## config.mk

```make
export PLATFORM = sky130hd
export DESIGN_NAME = bus_seq_core
export DESIGN_NICKNAME = d
export VERILOG_FILES = /design/src/rtl/bus_seq_pkg.sv /design/src/rtl/bus_seq_ctrl.sv /design/src/rtl/bus_seq_regfile.sv /design/src/rtl/bus_seq_dp.sv /design/src/rtl/bus_seq_core.sv
export SDC_FILE = /design/constraint.sdc
export NUM_CORES = 1
export LEC_CHECK = 0
export BUFFER_PORTS_ARGS = -buffer_cell sky130_fd_sc_hd__clkbuf_2
export CAP_MARGIN = 15
export CORE_ASPECT_RATIO = 1.75
export CORE_MARGIN = 8
export CORE_UTILIZATION = 55
export CTS_CLUSTER_DIAMETER = 40
export DETAILED_ROUTE_END_ITERATION = 10
export MAX_ROUTING_LAYER = met4
export PLACE_DENSITY = 0.73
export SETUP_SLACK_MARGIN = 0.2
export SYNTH_ARGS = -nofsm -noshare
export SYNTH_HDL_FRONTEND = slang
export SYNTH_SLANG_ARGS = --single-unit
```

## constraint.sdc

```tcl
create_clock -name clk -period 12.5 [get_ports clk]
set_input_delay 0.625 -clock clk [delete_from_list [all_inputs] [get_ports clk]]
set_output_delay 0.625 -clock clk [all_outputs]
set_load 0.01 [all_outputs]
```

## src/rtl/bus_seq_pkg.sv

```systemverilog
package bus_seq_pkg;

  localparam int REG_AW = 3;

  localparam logic [3:0] OPC_ADD = 4'b0001;
  localparam logic [3:0] OPC_LDR = 4'b0110;
  localparam logic [3:0] OPC_STR = 4'b0111;

  // bus source indices
  localparam int GATE_N    = 4;
  localparam int GATE_PC   = 0;
  localparam int GATE_ALU  = 1;
  localparam int GATE_ADDR = 2;
  localparam int GATE_MDR  = 3;

  typedef enum logic [3:0] {
    ST_FETCH_PC  = 4'd0,
    ST_FETCH_MEM = 4'd1,
    ST_FETCH_IR  = 4'd2,
    ST_DECODE    = 4'd3,
    ST_ADD       = 4'd4,
    ST_STR_ADDR  = 4'd5,
    ST_STR_DATA  = 4'd6,
    ST_STR_WRITE = 4'd7,
    ST_LDR_ADDR  = 4'd8,
    ST_LDR_READ  = 4'd9,
    ST_LDR_WB    = 4'd10
  } seq_state_e;

  typedef struct packed {
    logic [GATE_N-1:0] gate;
    logic ld_pc;
    logic ld_mar;
    logic ld_mdr;
    logic mdr_from_bus;
    logic ld_ir;
    logic ld_reg;
    logic ld_cc;
    logic mem_en;
    logic mem_we;
    logic alu_pass;
    logic sr1_from_dr;
  } seq_ctrl_t;

endpackage

```

## src/rtl/bus_seq_ctrl.sv

```systemverilog
module bus_seq_ctrl
  import bus_seq_pkg::*;
(
  input  logic       clk,
  input  logic       rst,
  input  logic [3:0] opcode,
  output seq_state_e state_o,
  output seq_ctrl_t  ctrl_o
);

  seq_state_e state_q, state_d;

  always_ff @(posedge clk) begin
    if (rst) state_q <= ST_FETCH_PC;
    else     state_q <= state_d;
  end

  always_comb begin
    state_d = ST_FETCH_PC;
    case (state_q)
      ST_FETCH_PC:  state_d = ST_FETCH_MEM;
      ST_FETCH_MEM: state_d = ST_FETCH_IR;
      ST_FETCH_IR:  state_d = ST_DECODE;
      ST_DECODE: begin
        case (opcode)
          OPC_ADD: state_d = ST_ADD;
          OPC_STR: state_d = ST_STR_ADDR;
          OPC_LDR: state_d = ST_LDR_ADDR;
          default: state_d = ST_FETCH_PC;
        endcase
      end
      ST_STR_ADDR:  state_d = ST_STR_DATA;
      ST_STR_DATA:  state_d = ST_STR_WRITE;
      ST_LDR_ADDR:  state_d = ST_LDR_READ;
      ST_LDR_READ:  state_d = ST_LDR_WB;
      default:      state_d = ST_FETCH_PC;
    endcase
  end

  always_comb begin
    ctrl_o = '0;
    case (state_q)
      ST_FETCH_PC: begin
        ctrl_o.gate[GATE_PC] = 1'b1;
        ctrl_o.ld_mar        = 1'b1;
        ctrl_o.ld_pc         = 1'b1;
      end
      ST_FETCH_MEM, ST_LDR_READ: begin
        ctrl_o.mem_en = 1'b1;
        ctrl_o.ld_mdr = 1'b1;
      end
      ST_FETCH_IR: begin
        ctrl_o.gate[GATE_MDR] = 1'b1;
        ctrl_o.ld_ir          = 1'b1;
      end
      ST_ADD: begin
        ctrl_o.gate[GATE_ALU] = 1'b1;
        ctrl_o.ld_reg         = 1'b1;
        ctrl_o.ld_cc          = 1'b1;
      end
      ST_STR_ADDR, ST_LDR_ADDR: begin
        ctrl_o.gate[GATE_ADDR] = 1'b1;
        ctrl_o.ld_mar          = 1'b1;
      end
      ST_STR_DATA: begin
        ctrl_o.sr1_from_dr    = 1'b1;
        ctrl_o.alu_pass       = 1'b1;
        ctrl_o.gate[GATE_ALU] = 1'b1;
        ctrl_o.ld_mdr         = 1'b1;
        ctrl_o.mdr_from_bus   = 1'b1;
      end
      ST_STR_WRITE: begin
        ctrl_o.mem_en = 1'b1;
        ctrl_o.mem_we = 1'b1;
      end
      ST_LDR_WB: begin
        ctrl_o.gate[GATE_MDR] = 1'b1;
        ctrl_o.ld_reg         = 1'b1;
        ctrl_o.ld_cc          = 1'b1;
      end
      default: ctrl_o = '0;
    endcase
  end

  assign state_o = state_q;

endmodule

```

## src/rtl/bus_seq_regfile.sv

```systemverilog
module bus_seq_regfile #(
  parameter int W  = 16,
  parameter int AW = 3
) (
  input  logic          clk,
  input  logic          rst,
  input  logic          we,
  input  logic [AW-1:0] waddr,
  input  logic [W-1:0]  wdata,
  input  logic [AW-1:0] raddr_a,
  input  logic [AW-1:0] raddr_b,
  output logic [W-1:0]  rdata_a,
  output logic [W-1:0]  rdata_b
);

  localparam int N = 1 << AW;

  logic [W-1:0] regs [N];

  always_ff @(posedge clk) begin
    if (rst) begin
      for (int i = 0; i < N; i++) regs[i] <= '0;
    end else if (we) begin
      regs[waddr] <= wdata;
    end
  end

  assign rdata_a = regs[raddr_a];
  assign rdata_b = regs[raddr_b];

endmodule

```

## src/rtl/bus_seq_dp.sv

```systemverilog
module bus_seq_dp
  import bus_seq_pkg::*;
#(
  parameter int          W          = 16,
  parameter logic [15:0] START_ADDR = 16'h0000
) (
  input  logic         clk,
  input  logic         rst,
  input  seq_ctrl_t    ctrl,
  input  logic [W-1:0] rf_a,
  input  logic [W-1:0] rf_b,
  input  logic [W-1:0] mem_rdata,
  output logic [W-1:0] bus_o,
  output logic [15:0]  ir_o,
  output logic [W-1:0] pc_o,
  output logic [W-1:0] mar_o,
  output logic [W-1:0] mdr_o,
  output logic [2:0]   cc_o
);

  logic [W-1:0] pc_q, mar_q, mdr_q;
  logic [15:0]  ir_q;
  logic [2:0]   cc_q;
  logic [W-1:0] sext5, sext6, alu_b, alu_y, addr_y;
  logic [W-1:0] src [GATE_N];
  logic [W-1:0] bus;
  logic         neg, zero;

  assign sext5  = {{(W-5){ir_q[4]}}, ir_q[4:0]};
  assign sext6  = {{(W-6){ir_q[5]}}, ir_q[5:0]};
  assign alu_b  = ir_q[5] ? sext5 : rf_b;
  assign alu_y  = ctrl.alu_pass ? rf_a : (rf_a + alu_b);
  assign addr_y = rf_a + sext6;

  always_comb begin
    src[GATE_PC]   = pc_q;
    src[GATE_ALU]  = alu_y;
    src[GATE_ADDR] = addr_y;
    src[GATE_MDR]  = mdr_q;
  end

  // bus: gated OR of the sources
  always_comb begin
    bus = '0;
    for (int g = 0; g < GATE_N; g++) begin
      if (ctrl.gate[g]) bus = bus | src[g];
    end
  end

  assign neg  = bus[W-1];
  assign zero = (bus == '0);

  always_ff @(posedge clk) begin
    if (rst) begin
      pc_q  <= W'(START_ADDR);
      mar_q <= '0;
      mdr_q <= '0;
      ir_q  <= '0;
      cc_q  <= 3'b010;
    end else begin
      if (ctrl.ld_pc)  pc_q  <= pc_q + 1'b1;
      if (ctrl.ld_mar) mar_q <= bus;
      if (ctrl.ld_mdr) mdr_q <= ctrl.mdr_from_bus ? bus : mem_rdata;
      if (ctrl.ld_ir)  ir_q  <= bus[15:0];
      if (ctrl.ld_cc)  cc_q  <= {neg, zero, ~neg & ~zero};
    end
  end

  assign bus_o = bus;
  assign ir_o  = ir_q;
  assign pc_o  = pc_q;
  assign mar_o = mar_q;
  assign mdr_o = mdr_q;
  assign cc_o  = cc_q;

endmodule

```

## src/rtl/bus_seq_core.sv

```systemverilog
module bus_seq_core
  import bus_seq_pkg::*;
#(
  parameter int          W          = 16,
  parameter logic [15:0] START_ADDR = 16'h0000
) (
  input  logic         clk,
  input  logic         rst,
  input  logic [W-1:0] mem_rdata,
  output logic         mem_en,
  output logic         mem_we,
  output logic [W-1:0] mem_addr,
  output logic [W-1:0] mem_wdata,
  output logic [2:0]   cc_nzp,
  output logic         fetch_start
);

  seq_state_e   state;
  seq_ctrl_t    ctrl;
  logic [15:0]  ir;
  logic [W-1:0] bus, pc, mar, mdr, rf_a, rf_b;
  logic [2:0]   cc;
  logic [REG_AW-1:0] ra_sel;

  bus_seq_ctrl u_ctrl (
    .clk     (clk),
    .rst     (rst),
    .opcode  (ir[15:12]),
    .state_o (state),
    .ctrl_o  (ctrl)
  );

  assign ra_sel = ctrl.sr1_from_dr ? ir[11:9] : ir[8:6];

  bus_seq_regfile #(.W(W), .AW(REG_AW)) u_rf (
    .clk     (clk),
    .rst     (rst),
    .we      (ctrl.ld_reg),
    .waddr   (ir[11:9]),
    .wdata   (bus),
    .raddr_a (ra_sel),
    .raddr_b (ir[2:0]),
    .rdata_a (rf_a),
    .rdata_b (rf_b)
  );

  bus_seq_dp #(.W(W), .START_ADDR(START_ADDR)) u_dp (
    .clk       (clk),
    .rst       (rst),
    .ctrl      (ctrl),
    .rf_a      (rf_a),
    .rf_b      (rf_b),
    .mem_rdata (mem_rdata),
    .bus_o     (bus),
    .ir_o      (ir),
    .pc_o      (pc),
    .mar_o     (mar),
    .mdr_o     (mdr),
    .cc_o      (cc)
  );

  assign mem_en      = ctrl.mem_en;
  assign mem_we      = ctrl.mem_we;
  assign mem_addr    = mar;
  assign mem_wdata   = mdr;
  assign cc_nzp      = cc;
  assign fetch_start = (state == ST_FETCH_PC);

endmodule

```

==> results of run 1 <==
power by group through the flow:
| stage | registers [uW] | clock network, uW | logic, uW |
|---|---|---|---|
| 5_1_grt | 774 | 702 | 611 |
| 6_report | 769 | 672 | 562 |
| 3_3_place_gp | 782 | 0 | 548 |
| 3_5_place_dp | 783 | 0 | 551 |
| 2_1_floorplan | 778 | 0 | 402 |
| 4_1_cts | 769 | 677 | 553 |
metrics by stage:
stage | total power [uW] | instances | cell area, um2
after floorplan | 1180 | 1182 | 11800
after global placement | 1330 | 1435 | 12300
after detailed placement | 1330 | 1435 | 12300
after CTS | 2000 | 1477 | 13000
after global routing | 2090 | 1477 | 13000
final | 2000 | 1477 | 13000
worst min path at each step:
| stage | end | slack, ns | from | cells past startpoint |
|---|---|---|---|---|
| global route | u_dp.mdr_o[7] | 0.37 | mem_rdata[7] | 3 |
| CTS | u_dp.mdr_o[7] | 0.34 | mem_rdata[7] | 3 |
| global placement | u_dp.mar_o[1] | 0.49 | u_dp.mar_o[1] | 2 |
| finish | u_dp.mdr_o[7] | 0.34 | mem_rdata[7] | 3 |
| floorplan | u_dp.pc_o[14] | 0.47 | u_dp.pc_o[14] | 2 |
| detailed placement | u_dp.mar_o[11] | 0.50 | u_dp.mar_o[11] | 2 |
area by class of cell:
cell class	instances	area (um2)	area share, %
clock buffers	27	591	4.53
clock inverters	15	158	1.21
inverters	12	45.0	0.345
multi-input cells	878	6080	46.6
flip-flops and latches	202	5330	40.8
well taps	255	319	2.45
repair buffers	88	523	4.01
cells in the final DEF (no fill, tap or decap), types with 17 or more instances in the layout:
cell type  instances
nor2_1           244
edfxtp_1         128
nand2_1           75
dfxtp_1           73
mux2i_1           68
a211oi_1          57
clkbuf_2          55
a21oi_1           43
buf_4             33
mux4_2            30
ha_1              30
o21ai_0           23
clkbuf_16         23
nor3_1            22
nor2b_1           20
nand3_1           20
nand2b_1          19
a221oi_1          17
xor2_1            17
state kept, by name (all words and copies together) (netlist names), named ones only:
name,cells
u_ctrl.state_o,4
u_dp.mdr_o,16
u_dp.mar_o,16
u_rf.regs,128
u_dp.pc_o,16
u_dp.cc_o,3
u_dp.ir_o,16
worst max-delay path, stage by stage, from the launching register on:
cell and delay [ns]:
dfxtp_1 0.62, and4bb_1 0.31, buf_4 0.29, mux2i_1 0.80
and2_0 0.54, a32oi_1 0.20, and2_1 0.21, ha_1 0.22
fa_1 0.46, a21oi_1 0.44, nor3b_1 0.11, nand4_1 0.12
a21boi_0 0.15, a311oi_4 0.46, mux2i_1 0.23, and3b_1 0.48
a21boi_0 0.21, and4_1 0.20, and4_1 0.20, o21ai_0 0.09
logic make-up after synthesis:
kind of cell	count (synthesis)
xor gates and xnor gates	32
and+or+nand+nor	467
buffers and inverters	102
adders and majority gates	32
AOI/OAI and AO/OA	240
DFF	202
muxes	107
per-layer routing:
metal	vias to the layer above	routed length, um	global-route usage [%]
met3	182	2670	4.73
met2	533	18100	46.9
met4	0	3000	22.4
met1	4691	12800	29.4
li1	4427	-	-
met5	-	0	-
cell usage after synthesis (19+ instances only):
library cell	n	area share, %
nor2_1	245	7.8
edfxtp_1	128	33
nand2_1	75	2.4
dfxtp_1	74	13
mux2i_1	69	5.8
clkbuf_1	68	2.2
a211oi_1	57	3.6
a21oi_1	43	1.8
ha_1	30	3.2
mux4_2	30	5.7
o21ai_0	23	0.97
nor3_1	22	0.93
nand3_1	20	0.85
nor2b_1	20	1.1
nand2b_1	19	1.0
==> impl_metrics.csv, run 1 <==
group,metric,value,unit
setup_path,cp-start-kind,"flip-flop",
yosys,synth.distinct_cells,76,
yosys,ys.flop_type,"edfxtp_1",
yosys,synth_simple_gate_area_share,17.9,%
sta,hold_viol,0,
power_and_ir_drop,clock_power_share,33.6,%
power_and_ir_drop,p_seq_share,38.4,%
setup_path,r2r_cells,19,
floorplanning,die_w,127,um
flow_run,max_cap_viol_count,0,
placement,gp_congestion,1.02,
floorplanning,rows,71,
floorplanning,die_area,26600,um2
setup_path,criticalPathCategory,"flip-flop to flip-flop",
yosys,netlist_area,11800,um2
routing,wirelength,36600,um
placement,dp_hpwl,26000,um
routing,drt-initial-drc-count,1142,
power_and_ir_drop,intPower,1340,uW
grt,grt_pass1_wl,56300,um
clock_network,cts_sinks,202,
setup_path,path_max_fanout,19,
clock_network,path_clk_slew,0.06,ns
sta,whs,0.344,ns
routing,post_drt_wl_per_cell,24.8,um
routing,antenna_left,0,
setup_path,rr_startpoint,"u_ctrl.state_o[2]",
routing,drt-vias-per-instance,6.66,
yosys,synth_xor_area_share,2.37,%
routing,drcViolationCount,0,
clock_network,cts-root-buf,"clkbuf_16",
finish,fillers,1760,
sta,worst_slack,6.04,ns
clock_network,postCtsSetupBuffers,0,
grt,grt_max_degree,60,
power_and_ir_drop,switching_power,664,uW
yosys,synth_edf_count,128,
run_status,status,"finished clean",
yosys,ys_seq_area_share,45.0,%
power_and_ir_drop,p_leak,0.00469,uW
power_and_ir_drop,powerDensity,154,nW/um2
floorplanning,io_pins,56,
placement,place_ws,6.11,ns
yosys,synthMuxAreaShare,12.4,%
power_and_ir_drop,swShare,33.2,%
clock_network,ctsResizeCount,0,
floorplanning,die_h,210,um
setup_path,cp.required,12.91,ns
placement,io_buffers,55,
yosys,synth_top_family_by_area,"simple AND/OR/NAND/NOR gates",
sta,setup_viol,0,
sta,fin_crit_sh,51.7,%
yosys,synth_cells,1182,
setup_path,startpoint,"u_ctrl.state_o[2]",
setup_path,cp-endpoint,"u_dp.cc_o[0]",
yosys,synthArstFlopShare,0,%
sta,max_freq,0.155,GHz
finish,fin_util,61.2,%
setup_path,end_kind,"flip-flop",
clock_network,postCtsHoldBufs,0,
floorplanning,core_area,21300,um2
setup_path,worstPathArrival,6.87,ns
sta,rsz0062_at_grt,"no",
grt,antenna_found_initial,0,
sta,slew-limit-headroom,21.6,%
clock_network,cts-buffers-inserted,23,
grt,grt_pass1_vias,10000,
grt,grt.total_usage,28.3,%
setup_path,r2r_end,"u_dp.cc_o[0]",
sta,setup_tns,0,ns
floorplanning,start_util,55.4,%
yosys,ys_ff_latch,202,
power_and_ir_drop,peakVddDrop,0.0832,mV
finish,antennaDiodeCount,0,
setup_path,reg2reg_slack,6.04,ns
yosys,synth_compound_area_share,15.1,%
clock_network,cts_tree,"built",
sta,fin_crit,6.46,ns
sta,worst_slew_pin_slew,1.18,ns
routing,dr.pass1.iters,6,
finish,drive_above_1_share,14.7,%
sta,slew_violations,0,
clock_network,clkLatencyLatePin,0.54,ns
sta,worst_clock_skew,0.0170,ns
clock_network,cts_max_path_buffers,3,
yosys,yosysWarnings,0,
finish,final_nets,1255,
hold_path,worstHoldPathType,"primary input to flip-flop",
yosys,synth_nets,1232,
yosys,synthAdderAreaFrac,3.51,%
grt,grt_overflow,0,
finish,syn_to_final_growth,10.3,%
clock_network,cts_htree_levels,1,
yosys,syn_avg_cell_area,10.0,um2
routing,num_vias,9833,
power_and_ir_drop,comb_power_share,28.0,%
Note: power is estimated with default switching activity, not from simulation.
==> run 2, diff against run 1 <==
Settings changed: PLACE_DENSITY 0.73 to 0.75.
Clock period 12.5 ns to 5.5 ns, I/O delays scaled along.
==> run 2 against run 1 <==
Net effect: core utilization rose by 1.5 points; sequential share of layout area shrank 0.99 points; hold slack worse by 0.34 ns; via count rose by 1.4%; largest cell class unchanged; largest power group unchanged; highest routed layer unchanged.
==> impl_metrics.csv, run 2 (synthesis gave the netlist of run 1 again) <==
group,metric,value,unit
finish,final_area,13400,um2
placement,place_area,12500,um2
finish,layout_common_cells,"nor2_1, edfxtp_1, nand2_1",
finish,drive_above_1_share,17.5,%
setup_path,worst-path-buf-inv,3,
power_and_ir_drop,swShare,33.2,%
power_and_ir_drop,p_leak,0.00486,uW
grt,antenna_found_initial,0,
power_and_ir_drop,intPower,3090,uW
sta,slew_violations,0,
setup_path,critPathMostFrequentCell,"a21o_1",
floorplanning,die_h,210,um
floorplanning,die_w,127,um
grt,grt_use_met3,3.62,%
setup_path,end_kind,"flip-flop",
hold_path,hold_path_startpoint,"mem_rdata[3]",
flow_run,max_cap_viol_count,0,
setup_path,startpoint,"u_ctrl.state_o[3]",
sta,fin_crit_sh,93.1,%
finish,final_common_cell,"nor2_1",
sta,slew-limit-headroom,22.0,%
floorplanning,io_pins,56,
placement,dp_hpwl,27000,um
floorplanning,rows,71,
setup_path,cp-start-kind,"flip-flop",
power_and_ir_drop,comb_power_share,28.3,%
clock_network,postCtsSetupBuffers,0,
setup_path,criticalPathCategory,"flip-flop to flip-flop",
finish,final_nets,1283,
grt,grt_pass1_vias,10100,
grt,grt.total_usage,28.4,%
power_and_ir_drop,powerDensity,346,nW/um2
finish,antennaDiodeCount,0,
routing,wirelength,37100,um
clock_network,clkLatencyLatePin,0.53,ns
setup_path,cp.required,5.77,ns
power_and_ir_drop,p_seq_share,38.0,%
power_and_ir_drop,switching_power,1540,uW
grt,grt_overflow,0,
clock_network,cts-buffers-inserted,23,
clock_network,cts_htree_levels,1,
setup_path,max_stage_delay,0.51,ns
placement,io_buffers,55,
sta,max_freq,0.195,GHz
setup_path,r2r_cells,19,
setup_path,path_cells,"and4bb_4 > mux2_8 > mux2i_1 > mux2i_1 > mux2i_2 > inv_1 > ha_1 > a21o_1 > a21o_1 > a21o_1 > a21oi_1 > o21ai_0 > a22o_1 > a211oi_1 > buf_4 > xnor2_1 > a211oi_2 > buf_4 > nor2_1",
routing,post_drt_wl_per_cell,24.6,um
grt,globalRouteMet1Util,28.7,%
floorplanning,die_area,26600,um2
sta,worst_clock_skew,0.0220,ns
finish,syn_to_final_growth,13.1,%
clock_network,cts_max_path_buffers,3,
placement,gp_congestion,1.04,
setup_path,r2r_end,"u_rf.regs[7][15]",
sta,setup_tns,0,ns
setup_path,crit_family,"compound AO/OA/AOI/OAI gates",
setup_path,worstPathArrival,5.39,ns
run_status,status,"finished clean",
routing,drt-vias-per-instance,6.62,
finish,regMostFlops,"u_rf.regs",
sta,hold_viol,0,
finish,largest_reg_flops,128,
clock_network,cts_tree,"built",
power_and_ir_drop,clock_power_share,33.8,%
finish,fin_util,62.7,%
setup_path,rr_startpoint,"u_ctrl.state_o[3]",
routing,dr.pass1.iters,6,
power_and_ir_drop,peakVddDrop,0.250,mV
clock_network,cts_sinks,202,
sta,worst_slew_pin_slew,1.17,ns
hold_path,worstHoldPathType,"primary input to flip-flop",
sta,fin_crit,5.12,ns
routing,drcViolationCount,0,
setup_path,path_max_fanout,33,
clock_network,cts-root-buf,"clkbuf_16",
grt,busiest_layer,"met2",
setup_path,critPathSlowestCell,"mux2_8",
hold_path,whs_endpoint,"u_dp.mdr_o[3]",
routing,antenna_left,0,
power_and_ir_drop,p_total,4630,uW
grt,use_met2,49.1,%
sta,setup_viol,0,
grt,grt_max_degree,71,
floorplanning,start_util,55.4,%
clock_network,path_clk_slew,0.06,ns
floorplanning,core_area,21300,um2
grt,grt_pass1_wl,56600,um
sta,rsz0062_at_grt,"no",
routing,num_vias,9970,
routing,drt-initial-drc-count,953,
hold_path,hold_depth,3,
setup_path,reg2reg_slack,0.38,ns
[run 2: power by group through the flow]
| stage | sequential (uW) | combinational (uW) | clock, uW |
|---|---|---|---|
| floorplan | 1770 | 914 | 0 |
| global placement | 1790 | 1260 | 0 |
| detailed placement | 1790 | 1260 | 0 |
| CTS | 1760 | 1280 | 1580 |
| global route | 1770 | 1420 | 1620 |
| finish | 1760 | 1310 | 1560 |
[run 2: tightest hold or removal path: stages]
cell,delay (ns)
clkbuf_2,0.08
a221oi_1,0.06
nor2_1,0.07
[run 2: what timing repair did]
action / 4_1_cts / 5_1_grt
hold buffers: 1 / 0
hold endpoints to repair: 1 / 0
setup endpoints to repair: 11 / 33
resized for setup: 3 / 10
pin swaps: 0 / 3
[run 2: worst max-delay path by stage]
stage / endpoint / slack, ns / cells past startpoint
4_1_cts: u_rf.regs[7][15] / 0.23 / 19
3_5_place_dp: u_rf.regs[1][15] / 0.17 / 19
6_report: u_rf.regs[7][15] / 0.38 / 19
5_1_grt: u_dp.cc_o[1] / 0.21 / 19
2_1_floorplan: u_dp.cc_o[1] / 0.30 / 19
3_3_place_gp: u_rf.regs[1][15] / 0.20 / 19
[run 2: metrics by stage]
step           hold WS (ns)  worst slack, ns  cells
2_1_floorplan         0.430            0.301   1182
3_3_place_gp          0.485            0.197   1462
3_5_place_dp          0.495            0.171   1462
4_1_cts             0.00664            0.228   1505
5_1_grt              0.0275            0.213   1505
6_report            0.00888            0.379   1505
[run 2: area by class of cell]
cell class | count | area [um2]
Clock buffer | 24 | 579
Clock inverter | 18 | 199
Fill cell | 1738 | 7950
Inverter | 12 | 45.0
Multi-Input combinational cell | 878 | 6150
Sequential cell | 202 | 5330
Tap cell | 255 | 319
Timing Repair Buffer | 116 | 752
[run 2: routing by layer]
metal	vias to the layer above	wire length [um]
met5	-	0
met4	0	2970
met3	192	2420
met2	547	19000
met1	4747	12700
li1	4484	-
==> run 3, diff against run 2 <==
Settings changed: CORE_UTILIZATION 55 to 54, CTS_CLUSTER_SIZE set to 40, PLACE_DENSITY 0.75 to 0.74.
==> run 3 against run 2 <==
Net effect: critical endpoint is now u_dp.cc_o[1]; clock skew up 0.0010 ns; largest power group unchanged; hold slack better by 0.026 ns; clock-buffer cell count increased by 1; combinational power about the same; total power is 0.87% higher; core utilization grew 0.29 points; cell count up 3.4%; sequential share of layout area shrank 0.51 points; sequential power hardly changed; register-to-register slack is essentially flat; die area rose by 1.7%; non-clock buffer count increased by 13.
==> impl_metrics.csv, run 3 (synthesis gave the netlist of run 1 again) <==
group,metric,value,unit
clock_network,cts_htree_levels,1,
sta,setup_viol,0,
routing,drt-initial-drc-count,997,
placement,place_ws,0.186,ns
power_and_ir_drop,comb_power_share,28.2,%
sta,worst_clock_skew,0.0231,ns
sta,max_freq,0.195,GHz
setup_path,path_max_fanout,32,
power_and_ir_drop,peakVddDrop,0.267,mV
grt,grt_max_degree,75,
power_and_ir_drop,p_seq_share,37.6,%
grt,antenna_found_initial,1,
clock_network,path_clk_slew,0.07,ns
clock_network,cts_sinks,202,
routing,post_drt_wl_per_cell,24.0,um
routing,drt-vias-per-instance,6.37,
floorplanning,die_area,27100,um2
power_and_ir_drop,p_leak,0.00493,uW
setup_path,worst-path-buf-inv,3,
grt,grt_overflow,0,
sta,slew-limit-headroom,21.0,%
clock_network,cts-buffers-inserted,23,
floorplanning,core_area,21500,um2
finish,regMostFlops,"u_rf.regs",
routing,antenna_left,0,
floorplanning,die_h,212,um
routing,wirelength,37400,um
setup_path,path_cells,"and4bb_2 > buf_4 > mux2_8 > buf_4 > mux2i_1 > a32o_1 > a221oi_1 > buf_4 > ha_1 > a21oi_1 > nand2_1 > a21oi_1 > nor3_1 > o21a_1 > o21ai_0 > nor3b_2 > a211oi_2 > nor2b_1 > a221o_1",
sta,setup_tns,0,ns
finish,largest_reg_flops,128,
sta,worst_slew_pin_slew,1.19,ns
setup_path,criticalPathCategory,"flip-flop to flip-flop",
grt,grt.total_usage,28.3,%
floorplanning,io_pins,56,
sta,hold_viol,0,
placement,gp_congestion,0.987,
sta,slew_violations,0,
flow_run,max_cap_viol_count,0,
clock_network,cts_tree,"built",
setup_path,cp-start-kind,"flip-flop",
finish,drive_above_1_share,17.4,%
power_and_ir_drop,clock_power_share,34.2,%
finish,final_nets,1296,
grt,grt_pass1_wl,56700,um
clock_network,clkLatencyLatePin,0.55,ns
routing,num_vias,9913,
hold_path,worstHoldPathType,"primary input to flip-flop",
clock_network,cts_max_path_buffers,3,
routing,drcViolationCount,0,
placement,place_area,12600,um2
grt,grt_pass1_vias,10000,
finish,final_common_cell,"nor2_1",
run_status,status,"finished clean",
floorplanning,start_util,55.0,%
power_and_ir_drop,switching_power,1600,uW
power_and_ir_drop,powerDensity,345,nW/um2
setup_path,critPathSlowestCell,"mux2_8",
placement,io_buffers,55,
power_and_ir_drop,swShare,34.2,%
finish,final_area,13500,um2
setup_path,reg2reg_slack,0.36,ns
setup_path,end_kind,"flip-flop",
power_and_ir_drop,intPower,3080,uW
sta,rsz0062_at_grt,"no",
floorplanning,rows,71,
floorplanning,die_w,128,um
setup_path,worstPathArrival,5.58,ns
sta,fin_crit,5.14,ns
sta,worst_slack,0.364,ns
placement,dp_cells,1505,
setup_path,critPathMostFrequentCell,"buf_4",
setup_path,max_stage_delay,0.48,ns
clock_network,cts-root-buf,"clkbuf_16",
finish,layout_common_cells,"nor2_1, edfxtp_1, nand2_1",
placement,dp_hpwl,26800,um
routing,dr.pass1.iters,8,
finish,fin_cells,1556,
finish,syn_to_final_growth,14.5,%
setup_path,crit_family,"compound AO/OA/AOI/OAI gates",
setup_path,cp.required,5.94,ns
sta,fin_crit_sh,93.4,%
[run 3: tightest hold or removal path: cells and delay by family]
kind / cells / cell delay [ns]
buffers and inverters: 1 / 0.08
AOI/OAI and AO/OA: 2 / 0.19
[run 3: metal layers]
layer / vias to the layer above / GRT usage (%) / wire length (um)
met4: 0 / 19.2 / 2580
met2: 476 / 48.5 / 19100
met3: 159 / 4.54 / 2400
met1: 4770 / 29.3 / 13300
met5: - / - / 0
li1: 4508 / - / -
[run 3: cell type report]
| class | instances | area (um2) |
|---|---|---|
| Fill cell | 1773 | 7960 |
| Multi-Input combinational cell | 878 | 6150 |
| Sequential cell | 202 | 5330 |
| Timing Repair Buffer | 129 | 863 |
| Clock buffer | 25 | 583 |
| Tap cell | 292 | 365 |
| Clock inverter | 17 | 206 |
| Inverter | 12 | 45.0 |
| Antenna cell | 1 | 2.50 |
[run 3: stage by stage]
| stage | hold slack, ns | total power [uW] | utilization (%) |
|---|---|---|---|
| finish | 0.0345 | 4670 | 63.0 |
| global route | 0.0516 | 4850 | 63.0 |
| CTS | 0.0292 | 4650 | 62.7 |
| detailed placement | 0.492 | 3060 | 58.6 |
| global placement | 0.485 | 3050 | 58.6 |
| floorplan | 0.430 | 2680 | - |
[run 3: repair_timing]
item	4_1_cts	5_1_grt
gates cloned	0	0
endpoints found under the hold margin	8	0
pin swaps	0	0
buffers inserted	0	0
endpoints found under the setup margin	8	32
hold buffers	8	0
resized for setup	1	8
[run 3: power by group through the flow]
| stage | clock [uW] | combinational [uW] | sequential (uW) |
|---|---|---|---|
| 5_1_grt | 1660 | 1420 | 1770 |
| 3_3_place_gp | 0 | 1260 | 1780 |
| 2_1_floorplan | 0 | 914 | 1770 |
| 4_1_cts | 1610 | 1280 | 1750 |
| 3_5_place_dp | 0 | 1270 | 1790 |
| 6_report | 1600 | 1320 | 1760 |
[run 3: worst paths after layout]
check,start,to,depth (start not counted)
worst max register to register,u_ctrl.state_o[3],u_dp.cc_o[1],19
worst min register to register,u_dp.mar_o[4],u_dp.mar_o[4],2
worst max-delay path,u_ctrl.state_o[3],u_dp.cc_o[1],19
worst min-delay path,mem_rdata[4],u_dp.mdr_o[4],3
